==> src/rtl/xlate_pkg.sv <==
package xlate_pkg;
    localparam int RULE_W  = 28;
    localparam int D3_BIT  = 27;
    localparam int RM_HI   = 26;
    localparam int RM_LO   = 24;
    localparam int RM_W    = RM_HI - RM_LO + 1;
    localparam int RSV_W   = 10;

    typedef enum logic [2:0] {
        RK_FLAT,
        RK_2WAY,
        RK_4WAY,
        RK_3WAY,
        RK_6WAY,
        RK_BAD
    } rule_kind_e;

    function automatic rule_kind_e classify(input logic d3, input logic [RM_W-1:0] rm);
        rule_kind_e k;
        unique case ({d3, rm})
            4'b0_000: k = RK_FLAT;
            4'b0_001: k = RK_2WAY;
            4'b0_011: k = RK_4WAY;
            4'b1_000: k = RK_3WAY;
            4'b1_001: k = RK_6WAY;
            default:  k = RK_BAD;
        endcase
        return k;
    endfunction
endpackage

==> src/rtl/xlate_rule_bank.sv <==
module xlate_rule_bank
    import xlate_pkg::*;
#(
    parameter int NUM_RULES = 8,
    parameter int ADDR_W    = 8,
    parameter int BASE      = 'h80
) (
    input  logic                            clk,
    input  logic                            rst_n,
    input  logic                            we,
    input  logic [ADDR_W-1:0]               addr,
    input  logic [31:0]                     wdata,
    output logic [31:0]                     rdata,
    output logic [NUM_RULES-1:0][RULE_W-1:0] rules
);
    localparam int IDX_W = $clog2(NUM_RULES);

    logic              hit;
    logic [IDX_W-1:0]  idx;

    always_comb begin
        idx = addr[IDX_W+1:2];
        hit = (addr[1:0] == 2'b00) &&
              ((addr >> (IDX_W + 2)) == ADDR_W'(BASE >> (IDX_W + 2)));
    end

    for (genvar g = 0; g < NUM_RULES; g++) begin : g_rule
        always_ff @(posedge clk or negedge rst_n) begin
            if (!rst_n)
                rules[g] <= '0;
            else if (we && hit && idx == IDX_W'(g))
                rules[g] <= wdata[RULE_W-1:0];
        end
    end

    always_comb begin
        rdata = '0;
        if (hit)
            rdata = {{(32-RULE_W){1'b0}}, rules[idx]};
    end
endmodule

==> src/rtl/xlate_stage_a.sv <==
module xlate_stage_a
    import xlate_pkg::*;
#(
    parameter int SYS_W  = 40,
    parameter int OFF_W  = 24,
    parameter int OUT_LO = 6,
    parameter int UP_LO  = 16,
    localparam int VEC_W = SYS_W - OUT_LO
) (
    input  logic              clk,
    input  logic              rst_n,
    input  logic              load,
    input  logic              in_valid,
    input  logic [SYS_W-1:0]  sysaddr,
    input  logic [RULE_W-1:0] rule,
    output logic              s1_v,
    output logic [VEC_W-1:0]  s1_vec,
    output logic [RM_W-1:0]   s1_rm,
    output logic              s1_d3,
    output logic              s1_fault
);
    rule_kind_e          kind;
    logic [OFF_W-1:0]    off;
    logic [OFF_W-1:0]    upper;
    logic                bad;

    always_comb begin
        off   = rule[OFF_W-1:0];
        kind  = classify(rule[D3_BIT], rule[RM_HI:RM_LO]);
        bad   = (kind == RK_BAD) || (off[RSV_W-1:0] != '0);
        upper = sysaddr[SYS_W-1:UP_LO] + off;
    end

    always_ff @(posedge clk or negedge rst_n) begin
        if (!rst_n) begin
            s1_v     <= 1'b0;
            s1_vec   <= '0;
            s1_rm    <= '0;
            s1_d3    <= 1'b0;
            s1_fault <= 1'b0;
        end else if (load) begin
            s1_v     <= in_valid;
            s1_vec   <= {upper, sysaddr[UP_LO-1:OUT_LO]};
            s1_rm    <= rule[RM_HI:RM_LO];
            s1_d3    <= rule[D3_BIT];
            s1_fault <= bad;
        end
    end
endmodule

==> src/rtl/xlate_stage_b.sv <==
module xlate_stage_b
    import xlate_pkg::*;
#(
    parameter int VEC_W = 34,
    parameter int OUT_W = 31
) (
    input  logic              clk,
    input  logic              rst_n,
    input  logic              load,
    input  logic              s1_v,
    input  logic [VEC_W-1:0]  s1_vec,
    input  logic [RM_W-1:0]   s1_rm,
    input  logic              s1_d3,
    input  logic              s1_fault,
    output logic              s2_v,
    output logic              s2_fault,
    output logic [OUT_W-1:0]  s2_addr
);
    logic [VEC_W-1:0] packed_v;
    logic [VEC_W-1:0] final_v;

    always_comb begin
        packed_v = s1_vec;
        for (int k = RM_W - 1; k >= 0; k--) begin
            if (s1_rm[k])
                packed_v = ((packed_v >> (k + 1)) << k) |
                           (packed_v & ((VEC_W'(1) << k) - VEC_W'(1)));
        end
        final_v = s1_d3 ? (packed_v / VEC_W'(3)) : packed_v;
    end

    always_ff @(posedge clk or negedge rst_n) begin
        if (!rst_n) begin
            s2_v     <= 1'b0;
            s2_fault <= 1'b0;
            s2_addr  <= '0;
        end else if (load) begin
            s2_v     <= s1_v;
            s2_fault <= s1_fault;
            s2_addr  <= s1_fault ? '0 : final_v[OUT_W-1:0];
        end
    end
endmodule

==> src/rtl/chan_xlate_top.sv <==
module chan_xlate_top
    import xlate_pkg::*;
#(
    parameter int NUM_RULES = 8,
    parameter int SYS_W     = 40,
    parameter int OFF_W     = 24,
    parameter int OUT_LO    = 6,
    parameter int OUT_HI    = 36,
    parameter int CFG_AW    = 8,
    parameter int CFG_BASE  = 'h80,
    localparam int IDX_W    = $clog2(NUM_RULES),
    localparam int UP_LO    = SYS_W - OFF_W,
    localparam int VEC_W    = SYS_W - OUT_LO,
    localparam int OUT_W    = OUT_HI - OUT_LO + 1
) (
    input  logic              clk,
    input  logic              rst_n,
    input  logic              cfg_we,
    input  logic [CFG_AW-1:0] cfg_addr,
    input  logic [31:0]       cfg_wdata,
    output logic [31:0]       cfg_rdata,
    input  logic              in_valid,
    output logic              in_ready,
    input  logic [IDX_W-1:0]  in_range,
    input  logic [SYS_W-1:0]  in_sysaddr,
    output logic              out_valid,
    input  logic              out_ready,
    output logic              out_fault,
    output logic [OUT_W-1:0]  out_maddr
);
    logic [NUM_RULES-1:0][RULE_W-1:0] rules;
    logic                 take_a, take_b;
    logic                 s1_v, s1_d3, s1_fault;
    logic [VEC_W-1:0]     s1_vec;
    logic [RM_W-1:0]      s1_rm;

    always_comb begin
        take_b   = !out_valid || out_ready;
        take_a   = !s1_v || take_b;
        in_ready = take_a;
    end

    xlate_rule_bank #(.NUM_RULES(NUM_RULES), .ADDR_W(CFG_AW), .BASE(CFG_BASE)) u_bank (
        .clk(clk), .rst_n(rst_n), .we(cfg_we), .addr(cfg_addr),
        .wdata(cfg_wdata), .rdata(cfg_rdata), .rules(rules)
    );

    xlate_stage_a #(.SYS_W(SYS_W), .OFF_W(OFF_W), .OUT_LO(OUT_LO), .UP_LO(UP_LO)) u_sa (
        .clk(clk), .rst_n(rst_n), .load(take_a), .in_valid(in_valid),
        .sysaddr(in_sysaddr), .rule(rules[in_range]),
        .s1_v(s1_v), .s1_vec(s1_vec), .s1_rm(s1_rm), .s1_d3(s1_d3), .s1_fault(s1_fault)
    );

    xlate_stage_b #(.VEC_W(VEC_W), .OUT_W(OUT_W)) u_sb (
        .clk(clk), .rst_n(rst_n), .load(take_b),
        .s1_v(s1_v), .s1_vec(s1_vec), .s1_rm(s1_rm), .s1_d3(s1_d3), .s1_fault(s1_fault),
        .s2_v(out_valid), .s2_fault(out_fault), .s2_addr(out_maddr)
    );
endmodule

==> config.mk <==
export PLATFORM = sky130hd
export DESIGN_NAME = chan_xlate_top
export DESIGN_NICKNAME = d
export VERILOG_FILES = /design/src/rtl/xlate_pkg.sv /design/src/rtl/xlate_rule_bank.sv /design/src/rtl/xlate_stage_a.sv /design/src/rtl/xlate_stage_b.sv /design/src/rtl/chan_xlate_top.sv
export SDC_FILE = /design/constraint.sdc
export NUM_CORES = 1
export LEC_CHECK = 0
export BUFFER_PORTS_ARGS = -buffer_cell sky130_fd_sc_hd__buf_2
export CAP_MARGIN = 20
export CORE_MARGIN = 10
export CORE_UTILIZATION = 60
export CTS_CLUSTER_DIAMETER = 30
export DETAILED_ROUTE_END_ITERATION = 8
export GPL_TIMING_DRIVEN = 0
export HOLD_SLACK_MARGIN = 0.12
export PLACE_DENSITY = 0.76
export SYNTH_ARGS = -nofsm -noshare
export SYNTH_HDL_FRONTEND = slang
export SYNTH_HIERARCHICAL = 1
export SYNTH_SLANG_ARGS = --single-unit
export TNS_END_PERCENT = 50
==> constraint.sdc <==
create_clock -name clk -period 24.2 [get_ports clk]
set_input_delay 2.42 -clock clk [delete_from_list [all_inputs] [get_ports clk]]
set_output_delay 2.42 -clock clk [all_outputs]
set_load 0.005 [all_outputs]
==> impl_metrics.ini <==
[routing]
antenna_left = 0
route.detailed.drc = 0
dr.pass1.iters = 5
via_per_inst = 6.635
routed-via-count = 18150
wl_um = 66670
drtIter0Drc = 1700
wl_per_cell_um = 24.38

[logic_synthesis]
synthFlopType = dfrtp_1
yosysWarnings = 6
ys_seq_area_share_pct = 34.78
netlist_top_cells_count = 335 x mux2_2, 297 x dfrtp_1, 140 x nand2_1
yosys-top-cells-area = dfrtp_1 35%, mux2_2 18%, mux4_2 5.3%
synth_cell_type_count = 114
synthCells = 2004
syn-cell-area_um2 = 21370
yosysTopAreaCell = dfrtp_1
ys_ff_latch = 297
synth-edff-count = 0
synthArstFlopShare_pct = 100.0
synth.avg_cell_area_um2 = 10.66
synth_most_common_cell = mux2_2
synth_top_area_share_pct = 34.78

[timing]
setup_tns_ns = 0
rsz0062_at_grt = no
timing.fmax_ghz = 0.1118
drv_slew = 0
final.period_utilization_pct = 36.98
fin_crit_ns = 8.949
hold_violations = 0
skew_ns = 0.02476
timing.hold.ws_ns = 0.4739
worstMarginPinSlew_ns = 1.145
setup_viol = 0
slew_headroom_pct = 23.25

[power]
p_comb_share_pct = 36.2
switchingPower_mw = 0.8930
power_density_nw_per_um2 = 97.91
p_clk_share_pct = 40.2
p_int_mw = 1.575
p_seq_share_pct = 23.7
netSwitchingFraction_pct = 36.18
cellLeakagePower_nw = 11.66
peakVddDrop_mv = 0.09857

[finish]
final_area_um2 = 25210
final_nets = 2332
num_antenna_cells = 0
n_fill_cell = 2514
drive_above_1_share_pct = 35.88
synthToLayoutAreaGrowth_pct = 17.98
layoutNonFillerInstCount = 2735
fin_util_pct = 71.39

[cts]
cts_max_level = 3
cts_root_buf = clkbuf_16
cts_hold_buffers = 0
clk_latency_ns = 0.58
cts_setup_buffers = 0
tritoncts = done
clock-sinks = 297
clk_pin_slew_ns = 0.05
ctsResizeCount = 0
clockBufferDepth = 3
cts_made_buffers = 72

[floorplanning]
die_area_um2 = 43560
start_util_pct = 60.51
rows = 69
io_pins = 154
die_h_um = 208.7
die_w_um = 208.7
core_um2 = 35310

[grt]
use_met2_pct = 47.99
busiest_layer = met2
gr-total-overflow = 0
grt_pass1_vias = 18440
grt_max_degree = 111
groute.usage.overall_pct = 29.50
antenna_found_initial = 2
grtUsageMet3_pct = 6.323
grt_pass1_wl_um = 103700
grtUsageMet1_pct = 36.28

[hold_path]
hold_start = u_sb/s2_addr[19]$_DFFE_PN0P_
hold_class = flop to flop

[setup_path]
worstPathArrival_ns = 9.42
slowest_delay_ns = 0.53
cp_slowest_cell = or4_4
required_ns = 24.67
critPathCaptureType = flop
path_max_fanout = 10
rr_startpoint = u_sa/s1_rm[1]$_DFFE_PN0P_
crit_type = flop to flop
critPathLaunchType = flop
critPathLaunch = u_sa/s1_rm[1]$_DFFE_PN0P_

[placed_design]
portBuffers = 136
dp_cells = 2606
hpwl_um = 45950
place_area_um2 = 22700
routabilityCongestion = 0.9291

[outcome]
status = completed

[run]
drv_cap = 0
==> cell usage in the layout, fill, tap and decap left out, drive strengths merged, types with 13 or more instances in the layout <==
master / netlist / final
or2: 16 / 16
a211oi: 22 / 22
xnor2: 29 / 29
a2111oi: 13 / 13
nand2b: 14 / 14
dfrtp: 297 / 297
inv: 24 / 28
a21o: 19 / 19
o22ai: 37 / 37
a21oi: 98 / 98
o21ai: 97 / 97
nand3: 43 / 43
nand2: 141 / 141
o211ai: 18 / 18
mux2i: 99 / 99
ha: 24 / 24
o21a: 23 / 23
clkbuf: 74 / 162
buf: 87 / 225
a31oi: 15 / 15
nor2b: 13 / 13
a22o: 27 / 27
nor2: 105 / 105
o2bb2ai: 17 / 17
nor3: 47 / 47
mux4: 56 / 56
mux2: 370 / 370
clkinv: 0 / 18
==> stage by stage <==
stage               total power, mW  setup WS [ns]
CTS                           2.458          15.35
global route                  2.587          14.65
finish                        2.468          15.25
floorplan                     1.240          16.52
global placement              1.439          15.24
detailed placement            1.458          15.39
==> registers in the layout (all words and copies together) (netlist names) <==
signal and count:
u_sa/s1_v 1, u_sa/s1_d3 1, u_sb/s2_addr 31, u_sa/s1_fault 1, u_sb/s2_fault 1, u_sb/s2_v 1, u_sa/s1_rm 3, u_bank/rules 224
u_sa/s1_vec 34
==> worst max-delay path: cells and delay by family (launching register included) <==
family / cells / cell delay (ns)
AOI/OAI and AO/OA: 17 / 4.51
and+or+nand+nor: 8 / 1.88
muxes: 3 / 0.94
buffers and inverters: 3 / 0.66
DFF: 1 / 0.44
adders and majority gates: 1 / 0.22
xor gates and xnor gates: 1 / 0.16
==> per-layer routing <==
metal	routed length [um]	part of all wire [%]	vias to the layer above
li1	-	-	8081
met1	26780	40	9040
met2	31920	48	826
met3	4876	7.3	195
met4	3073	4.6	4
met5	26	0.039	-
==> power by group through the flow <==
stage / sequential (mW) / combinational (mW) / clock, mW
CTS: 0.584 / 0.876 / 0.999
global placement: 0.588 / 0.852 / 0
global route: 0.590 / 0.971 / 1.03
finish: 0.584 / 0.893 / 0.991
floorplan: 0.580 / 0.660 / 0
detailed placement: 0.590 / 0.868 / 0
==> cells by family (layout without fill, tap and decap cells) <==
| group | count (synthesis) | count (layout) | synth area share (%) |
|---|---|---|---|
| other | 1 | 4 | 0.01755 |
| adders and majority gates | 26 | 26 | 1.546 |
| xor gates and xnor gates | 34 | 34 | 1.394 |
| and+or+nand+nor | 443 | 443 | 10.17 |
| DFF | 297 | 297 | 34.78 |
| muxes | 525 | 525 | 30.74 |
| AOI/OAI and AO/OA | 493 | 493 | 16.58 |
| buffers and inverters | 185 | 452 | 4.767 |
==> cell type report <==
cell class	instances	area, um2	share of cell area (%)
flip-flops and latches	297	7432	29.48
clock buffers	88	1963	7.788
repair buffers	138	745.7	2.958
plain buffers	161	928.4	3.683
well taps	461	576.8	2.288
clock inverters	41	544.3	2.159
inverters	24	90.09	0.3574
multi-input cells	1525	12930	51.28
==> final timing paths <==
check / to / slack (ns) / cells past startpoint
min in group asynchronous: u_sb/s2_addr[14]$_DFFE_PN0P_ / 1.91 / 1
max in group asynchronous: u_bank/rules[122]$_DFFE_PN0P_ / 21.23 / 2
worst max register to register: u_sb/s2_addr[0]$_DFFE_PN0P_ / 15.25 / 33
worst max-delay path: u_sb/s2_addr[0]$_DFFE_PN0P_ / 15.25 / 33
worst min register to register: u_sb/s2_addr[19]$_DFFE_PN0P_ / 0.47 / 1
worst min-delay path: u_sb/s2_addr[19]$_DFFE_PN0P_ / 0.47 / 1
(Power assumes the default switching activity.)
